[config.mk]
export PLATFORM = sky130hd
export DESIGN_NAME = ccd_timing_seq
export DESIGN_NICKNAME = d
export VERILOG_FILES = /design/src/rtl/seq_pkg.sv /design/src/rtl/seq_datapath.sv /design/src/rtl/seq_control.sv /design/src/rtl/ccd_timing_seq.sv
export SDC_FILE = /design/constraint.sdc
export NUM_CORES = 1
export LEC_CHECK = 0
export BUFFER_PORTS_ARGS = -buffer_cell sky130_fd_sc_hd__buf_2
export CAP_MARGIN = 20
export CORE_ASPECT_RATIO = 1.2
export CORE_MARGIN = 2
export CORE_UTILIZATION = 35
export CTS_CLUSTER_SIZE = 12
export DETAILED_ROUTE_END_ITERATION = 6
export PLACE_DENSITY = 0.5
export SYNTH_ARGS = -nofsm -noshare
export SYNTH_HDL_FRONTEND = slang
export SYNTH_HIERARCHICAL = 1
export SYNTH_SLANG_ARGS = --single-unit
export TNS_END_PERCENT = 5
[constraint.sdc]
create_clock -name clk -period 5.8 [get_ports clk]
set_input_delay 0.87 -clock clk [delete_from_list [all_inputs] [get_ports clk]]
set_output_delay 0.87 -clock clk [all_outputs]
set_load 0.02 [all_outputs]
[src/rtl/seq_pkg.sv]
package seq_pkg;
  localparam int WORD_W  = 32;
  localparam int PAT_W   = 12;
  localparam int CNT_W   = 16;
  localparam int PIX_W   = 6;
  localparam int PAR_W   = 3;
  localparam int SER_W   = 3;
  localparam int PAT_LSB = 16;
  localparam int TGT_LSB = 16;
  localparam int F_WIN   = 29;
  localparam int F_END   = 30;
  localparam int F_LOOP  = 31;

  typedef enum logic [2:0] {
    PC_HOLD,
    PC_ZERO,
    PC_ADDR,
    PC_STEP,
    PC_JUMP
  } pcSel_e;

  typedef enum logic [1:0] {
    ST_IDLE,
    ST_FETCH,
    ST_HOLD
  } seqState_e;

  typedef struct packed {
    pcSel_e pcSel;
    logic   loadPat;
    logic   decTick;
    logic   loopLoad;
    logic   loopDec;
    logic   loopClr;
    logic   clearOut;
  } seqCtl_t;
endpackage

[src/rtl/seq_datapath.sv]
module seq_datapath
  import seq_pkg::*;
#(
  parameter int ADDR_W   = 5,
  parameter int WIN_UNIT = 25
) (
  input  logic                 clk,
  input  logic                 rstN,
  input  seqCtl_t              ctl,
  input  logic                 rdNext,
  input  logic                 running,
  input  logic [1:0]           winSel,
  input  logic                 progWe,
  input  logic [ADDR_W-1:0]    progAddr,
  input  logic [WORD_W-1:0]    progData,
  output logic                 wordIsLoop,
  output logic                 wordCntZero,
  output logic                 tickZero,
  output logic                 loopActive,
  output logic                 loopCntZero,
  output logic                 curEnd,
  output logic [PAT_W-1:0]     patOut
);
  localparam int DEPTH = 1 << ADDR_W;
  localparam logic [CNT_W-1:0] WIN_ONE   = CNT_W'(WIN_UNIT);
  localparam logic [CNT_W-1:0] WIN_TWO   = CNT_W'(2 * WIN_UNIT);
  localparam logic [CNT_W-1:0] WIN_THREE = CNT_W'(3 * WIN_UNIT);

  logic [WORD_W-1:0] progMem [DEPTH];
  logic [ADDR_W-1:0] pc;
  logic [ADDR_W-1:0] rdAddr;
  logic [WORD_W-1:0] word;
  logic [CNT_W-1:0]  tick;
  logic [CNT_W-1:0]  loopCnt;
  logic [CNT_W-1:0]  winTicks;
  logic [CNT_W-1:0]  durTicks;
  logic [CNT_W-1:0]  tickInit;
  logic [PAT_W-1:0]  patReg;

  // program store: host writes land only while idle
  always_ff @(posedge clk) begin
    if (progWe && !running) progMem[progAddr] <= progData;
  end

  assign rdAddr = rdNext ? pc + ADDR_W'(1) : pc;
  assign word   = progMem[rdAddr];

  assign wordIsLoop  = word[F_LOOP];
  assign wordCntZero = (word[CNT_W-1:0] == '0);

  always_comb begin
    case (winSel)
      2'd0:    winTicks = WIN_ONE;
      2'd1:    winTicks = WIN_TWO;
      default: winTicks = WIN_THREE;
    endcase
  end

  assign durTicks = word[F_WIN] ? winTicks : word[CNT_W-1:0];
  assign tickInit = (durTicks == '0) ? '0 : durTicks - CNT_W'(1);

  always_ff @(posedge clk or negedge rstN) begin
    if (!rstN) begin
      pc <= '0;
    end else begin
      case (ctl.pcSel)
        PC_ZERO: pc <= '0;
        PC_ADDR: pc <= rdAddr;
        PC_STEP: pc <= rdAddr + ADDR_W'(1);
        PC_JUMP: pc <= word[TGT_LSB +: ADDR_W];
        default: pc <= pc;
      endcase
    end
  end

  always_ff @(posedge clk or negedge rstN) begin
    if (!rstN) begin
      tick   <= '0;
      patReg <= '0;
      curEnd <= 1'b0;
    end else begin
      if (ctl.loadPat) begin
        tick   <= tickInit;
        patReg <= word[PAT_LSB +: PAT_W];
        curEnd <= word[F_END];
      end else begin
        if (ctl.decTick) tick <= tick - CNT_W'(1);
        if (ctl.clearOut) begin
          patReg <= '0;
          curEnd <= 1'b0;
        end
      end
    end
  end

  always_ff @(posedge clk or negedge rstN) begin
    if (!rstN) begin
      loopCnt    <= '0;
      loopActive <= 1'b0;
    end else if (ctl.loopLoad) begin
      loopCnt    <= word[CNT_W-1:0] - CNT_W'(1);
      loopActive <= 1'b1;
    end else if (ctl.loopDec) begin
      loopCnt    <= loopCnt - CNT_W'(1);
    end else if (ctl.loopClr) begin
      loopCnt    <= '0;
      loopActive <= 1'b0;
    end
  end

  assign tickZero    = (tick == '0);
  assign loopCntZero = (loopCnt == '0);
  assign patOut      = patReg;

  AST_HOLD_STABLE: assert property (@(posedge clk) disable iff (!rstN)
    ctl.decTick |=> $stable(patReg));

  AST_ZERO_DUR: assert property (@(posedge clk) disable iff (!rstN)
    (ctl.loadPat && durTicks == '0) |=> tickZero);

  AST_CLEAR_OUT: assert property (@(posedge clk) disable iff (!rstN)
    ctl.clearOut |=> (patReg == '0));

  AST_LOOP_NO_GROW: assert property (@(posedge clk) disable iff (!rstN)
    (loopActive && !ctl.loopLoad) |=> (loopCnt <= $past(loopCnt)));

  AST_WR_BLOCK: assert property (@(posedge clk) disable iff (!rstN)
    (progWe && running) |=> (progMem[$past(progAddr)] == $past(progMem[progAddr])));
endmodule

[src/rtl/seq_control.sv]
module seq_control
  import seq_pkg::*;
(
  input  logic    clk,
  input  logic    rstN,
  input  logic    start,
  input  logic    wordIsLoop,
  input  logic    wordCntZero,
  input  logic    tickZero,
  input  logic    loopActive,
  input  logic    loopCntZero,
  input  logic    curEnd,
  output seqCtl_t ctl,
  output logic    rdNext,
  output logic    running,
  output logic    done
);
  seqState_e state;
  seqState_e nextState;
  logic      issue;
  logic      doneNext;

  assign rdNext  = (state == ST_HOLD);
  assign running = (state != ST_IDLE);

  always_comb begin
    ctl       = '0;
    ctl.pcSel = PC_HOLD;
    nextState = state;
    issue     = 1'b0;
    doneNext  = 1'b0;
    case (state)
      ST_IDLE: begin
        if (start) begin
          ctl.pcSel = PC_ZERO;
          nextState = ST_FETCH;
        end
      end
      ST_FETCH: issue = 1'b1;
      ST_HOLD: begin
        if (!tickZero) begin
          ctl.decTick = 1'b1;
        end else if (curEnd) begin
          ctl.clearOut = 1'b1;
          doneNext     = 1'b1;
          nextState    = ST_IDLE;
        end else begin
          issue = 1'b1;
        end
      end
      default: nextState = ST_IDLE;
    endcase

    if (issue) begin
      if (!wordIsLoop) begin
        ctl.loadPat = 1'b1;
        ctl.pcSel   = PC_ADDR;
        nextState   = ST_HOLD;
      end else begin
        nextState = ST_FETCH;
        if (!loopActive) begin
          if (wordCntZero) begin
            ctl.pcSel = PC_STEP;
          end else begin
            ctl.loopLoad = 1'b1;
            ctl.pcSel    = PC_JUMP;
          end
        end else if (loopCntZero) begin
          ctl.loopClr = 1'b1;
          ctl.pcSel   = PC_STEP;
        end else begin
          ctl.loopDec = 1'b1;
          ctl.pcSel   = PC_JUMP;
        end
      end
    end
  end

  always_ff @(posedge clk or negedge rstN) begin
    if (!rstN) begin
      state <= ST_IDLE;
      done  <= 1'b0;
    end else begin
      state <= nextState;
      done  <= doneNext;
    end
  end

  AST_DONE_PULSE: assert property (@(posedge clk) disable iff (!rstN)
    done |=> !done);

  AST_START_FETCH: assert property (@(posedge clk) disable iff (!rstN)
    (state == ST_IDLE && start) |=> (state == ST_FETCH));

  AST_BUSY_KEEPS_RUNNING: assert property (@(posedge clk) disable iff (!rstN)
    (state != ST_IDLE && !(state == ST_HOLD && tickZero && curEnd)) |=> (state != ST_IDLE));

  AST_DONE_IDLE: assert property (@(posedge clk) disable iff (!rstN)
    done |-> (state == ST_IDLE));
endmodule

[src/rtl/ccd_timing_seq.sv]
module ccd_timing_seq
  import seq_pkg::*;
#(
  parameter int ADDR_W   = 5,
  parameter int WIN_UNIT = 25
) (
  input  logic              clk,
  input  logic              rstN,
  input  logic              start,
  input  logic [1:0]        winSel,
  input  logic              progWe,
  input  logic [ADDR_W-1:0] progAddr,
  input  logic [31:0]       progData,
  output logic [5:0]        pixPhase,
  output logic [2:0]        parClk,
  output logic [2:0]        serClk,
  output logic              done
);
  seqCtl_t          ctl;
  logic             rdNext;
  logic             running;
  logic             wordIsLoop;
  logic             wordCntZero;
  logic             tickZero;
  logic             loopActive;
  logic             loopCntZero;
  logic             curEnd;
  logic [PAT_W-1:0] patOut;

  seq_control u_ctrl (
    .clk         (clk),
    .rstN        (rstN),
    .start       (start),
    .wordIsLoop  (wordIsLoop),
    .wordCntZero (wordCntZero),
    .tickZero    (tickZero),
    .loopActive  (loopActive),
    .loopCntZero (loopCntZero),
    .curEnd      (curEnd),
    .ctl         (ctl),
    .rdNext      (rdNext),
    .running     (running),
    .done        (done)
  );

  seq_datapath #(.ADDR_W(ADDR_W), .WIN_UNIT(WIN_UNIT)) u_dp (
    .clk         (clk),
    .rstN        (rstN),
    .ctl         (ctl),
    .rdNext      (rdNext),
    .running     (running),
    .winSel      (winSel),
    .progWe      (progWe),
    .progAddr    (progAddr),
    .progData    (progData),
    .wordIsLoop  (wordIsLoop),
    .wordCntZero (wordCntZero),
    .tickZero    (tickZero),
    .loopActive  (loopActive),
    .loopCntZero (loopCntZero),
    .curEnd      (curEnd),
    .patOut      (patOut)
  );

  // pattern field split into the three line groups
  assign pixPhase = patOut[PIX_W-1:0];
  assign parClk   = patOut[PIX_W +: PAR_W];
  assign serClk   = patOut[PIX_W+PAR_W +: SER_W];
endmodule

==> reports/qor.csv <==
stage;metric;value;unit
outcome;status;completed;
floorplanning;boundaryPins;56;
setup_path;critPathBufInv;2;
drt;drt_iter0_drc;2109;
drt;wl_met2;68.3;mm
global_route;track_usage;20.3;%
clock_tree;clock-sinks;1046;
sta;hold_slack;0.390;ns
synthesis;async_flop_share;5.16;%
floorplanning;fp-row-count;145;
drt;route.detailed.drc;0;
place;hpwl;86.2;mm
pwr;powerDensity;474;mW/mm^2
global_route;first_global_vias;27208;
setup_path;crit_path_end_kind;register;
place;place.gp.congestion;0.890;
pwr;leakage;16.9;nW
drt;ant_nets;0;
synthesis;yosysWarningCount;6;
drt;vias;26312;
place;port-buffer-count;54;
drt;via_per_inst;5.79;
floorplanning;die_x;334;microns
sta;rsz0062_at_grt;false;
global_route;grt_pass1_wl;195;mm
sta;slew-limit-headroom;23.0;%
drt;highest_layer;met5;
synthesis;syn-num-nets;2677;
sta;finalCritPeriodShare;94.3;%
finish;seqCellArea;0.0311;sq mm
setup_path;cp.arrival;6.06;ns
place;dp.cells;4352;
pwr;ir_worst_vdd;342;uV
sta;finalSetupViolCount;0;
drt;wl_met3;6.76;mm
synthesis;syn_inst;2624;
synthesis;synth_area;0.0457;sq mm
clock_tree;cts-root-buf;clkbuf_16;
sta;max_freq;0.183;GHz
sta;min_period;5.47;ns
global_route;grt_max_degree;93;
drt;wl_per_cell;30.0;microns
setup_path;path_max_fanout;92;
setup_path;crit_top_cell;nand2_1;
sta;slew_violations;0;
sta;finalSetupTns;0;ns
finish;final_cells;4548;
sta;finClkSkew;0.0340;ns
floorplanning;die_h;400;microns
setup_path;slowest_stage;nand2b_1;
setup_path;worstPathCellList;buf_12, nand2b_1, o221ai_1, a221oi_1, a311oi_1, o2bb2ai_2, nand4_2, or2_1, nor3_1, mux2_2, nand2_1, mux2i_1, buf_4, nand2_1, or2_2, xnor2_1, o21ai_0, a32oi_1, nand2_1;
setup_path;worstPathRequired;6.39;ns
clock_tree;clk_pin_slew;0.07;ns
sta;tightest_slew;1.15;ns
synthesis;ys_types;93;
global_route;grt_antenna_before_repair;8;
finish;drive_gt1_share;25.2;%
setup_path;crit_family;simple AND/OR/NAND/NOR gates;
floorplanning;start_util;35.2;%
setup_path;rr_worst_depth;19;
floorplanning;core_area;0.130;sq mm
clock_tree;cts_max_level;3;
run;max_cap_viol_count;0;
clock_tree;numCtsBuffers;107;
synthesis;synth-edff-count;992;
drt;totalWireLength;137;mm
finish;layout.nets;2826;
setup_path;cp_slowest_stage_delay;0.64;ns
sta;worst_slack;0.333;ns
setup_path;startpoint_type;register;
finish;n_fill_cell;11703;
synthesis;synth_seq_cells;1046;
pwr;p_total;24.8;mW
sta;report.final.hold_viol_count;0;
clock_tree;cts_hold_buf;0;
setup_path;path_class;reg2reg;
clock_tree;clkLatencyLatePin;0.71;ns
place;place_ws;0.168;ns
finish;multi_input_area;0.0139;sq mm
synthesis;synth_flop_cell;edfxtp_1;
clock_tree;clock_path_buffers;3;
clock_tree;cts_tree;built;
finish;area_growth;14.3;%
setup_path;worst-path-stages;19;
synthesis;synth-seq-area-share;68.1;%
floorplanning;fp.dieArea;0.134;sq mm
drt;drt_first_pass_iters;6;
drt;met1_length;56.6;mm
synthesis;syn_area_per_cell;17.4;sq um
global_route;overflow;0;
min_path;holdCritPathClass;in2async;
[where the power goes]
part	total, mW	switching [mW]	internal, mW
Clock	6.59	2.88	3.70
Sequential	8.69	0.183	8.51
Combinational	9.47	5.46	4.02
Total	24.8	8.52	16.2
[worst register-to-register path: stages (launching register included)]
cell	delay, ns
dfrtp_4	0.51
buf_12	0.43
nand2b_1	0.73
o221ai_1	0.19
a221oi_1	0.56
a311oi_1	0.14
o2bb2ai_2	0.51
nand4_2	0.18
or2_1	0.26
nor3_1	0.25
mux2_2	0.26
nand2_1	0.06
mux2i_1	0.30
buf_4	0.18
nand2_1	0.06
or2_2	0.29
xnor2_1	0.14
o21ai_0	0.09
a32oi_1	0.15
nand2_1	0.07
[what timing repair did]
item / CTS / global route
setup buffers: 0 / 1
resized for setup: 0 / 1
setup endpoints to repair: 0 / 11
[path summary, 6_finish.rpt]
check | startpoint | endpoint | slack, ns
worst max-delay path | u_dp/pc[0] | u_dp/pc[4] | 0.33
worst min-delay path | rstN | u_dp/loopCnt[13] | 0.39
worst max register to register | u_dp/pc[0] | u_dp/pc[4] | 0.33
worst min register to register | u_dp/patOut[7] | u_dp/patOut[7] | 0.49
max in group asynchronous | rstN | u_dp/pc[0] | 4.70
min in group clk | u_dp/patOut[7] | u_dp/patOut[7] | 0.49
[routing by layer]
layer  GRT usage (%)  up-vias
met3            2.72      230
met2            34.8      870
met5               0        -
met1            26.4    14082
met4            7.94        4
li1                -    11126
[cell families after synthesis]
family | share of synthesized area [%]
XOR/XNOR | 0.725
buffers and inverters | 2.32
AO/OA/AOI/OAI | 7.06
adder cells (fa/ha/maj) | 0.274
multiplexers | 17.0
AND/OR/NAND/NOR | 4.50
flip-flops | 68.1
[stage by stage]
step                utilization [%]  instance area [sq um]
detailed placement             37.7                  48900
finish                         40.2                  52200
global placement               37.6                  48800
floorplan                         -                  45700
global route                   40.2                  52200
CTS                            40.2                  52200
[state kept, by name, summed over array words and instances, names as in the netlist]
signal	cells
u_ctrl/done	1
u_ctrl/state	2
u_dp/curEnd	1
u_dp/loopActive	1
u_dp/loopCnt	16
u_dp/patOut	12
u_dp/pc	5
u_dp/progMem	992
u_dp/tick	16
[layout by cell type (no fill, tap or decap), types with 13 or more instances in the layout]
cell	n
a211oi_1	16
a21o_1	13
a21oi_1	51
a221oi_1	21
a22oi_1	28
buf_12	21
buf_2	54
buf_4	135
clkbuf_1	41
clkbuf_16	108
clkinv_2	14
dfrtp_1	52
edfxtp_1	992
inv_1	26
mux2_2	50
mux2i_1	188
mux4_2	233
nand2_1	115
nand2b_1	16
nand3_1	29
nand4_1	13
nor2_1	69
nor2_4	33
nor2b_1	18
nor3_1	23
nor3b_1	13
o21ai_0	60
o221ai_1	43
o22ai_1	72
or3_1	17
xnor2_1	23
[cell type report]
class | instances | area share (%)
repair buffers | 211 | 3.29
flip-flops and latches | 1046 | 59.6
multi-input cells | 1378 | 26.5
clock inverters | 35 | 0.594
inverters | 29 | 0.208
well taps | 1690 | 4.05
clock buffers | 157 | 5.68
diodes | 2 | 0.00958
[synth_stat cells (45+ instances only)]
cell type	instances	area, sq um
a21oi_1	51	255
buf_2	45	225
clkbuf_1	55	206
dfrtp_1	54	1350
edfxtp_1	992	29800
mux2_2	50	563
mux2i_1	189	1890
mux4_2	233	5250
nand2_1	115	432
nor2_1	101	379
o21ai_0	60	300
o22ai_1	72	450
(Power assumes the default switching activity.)
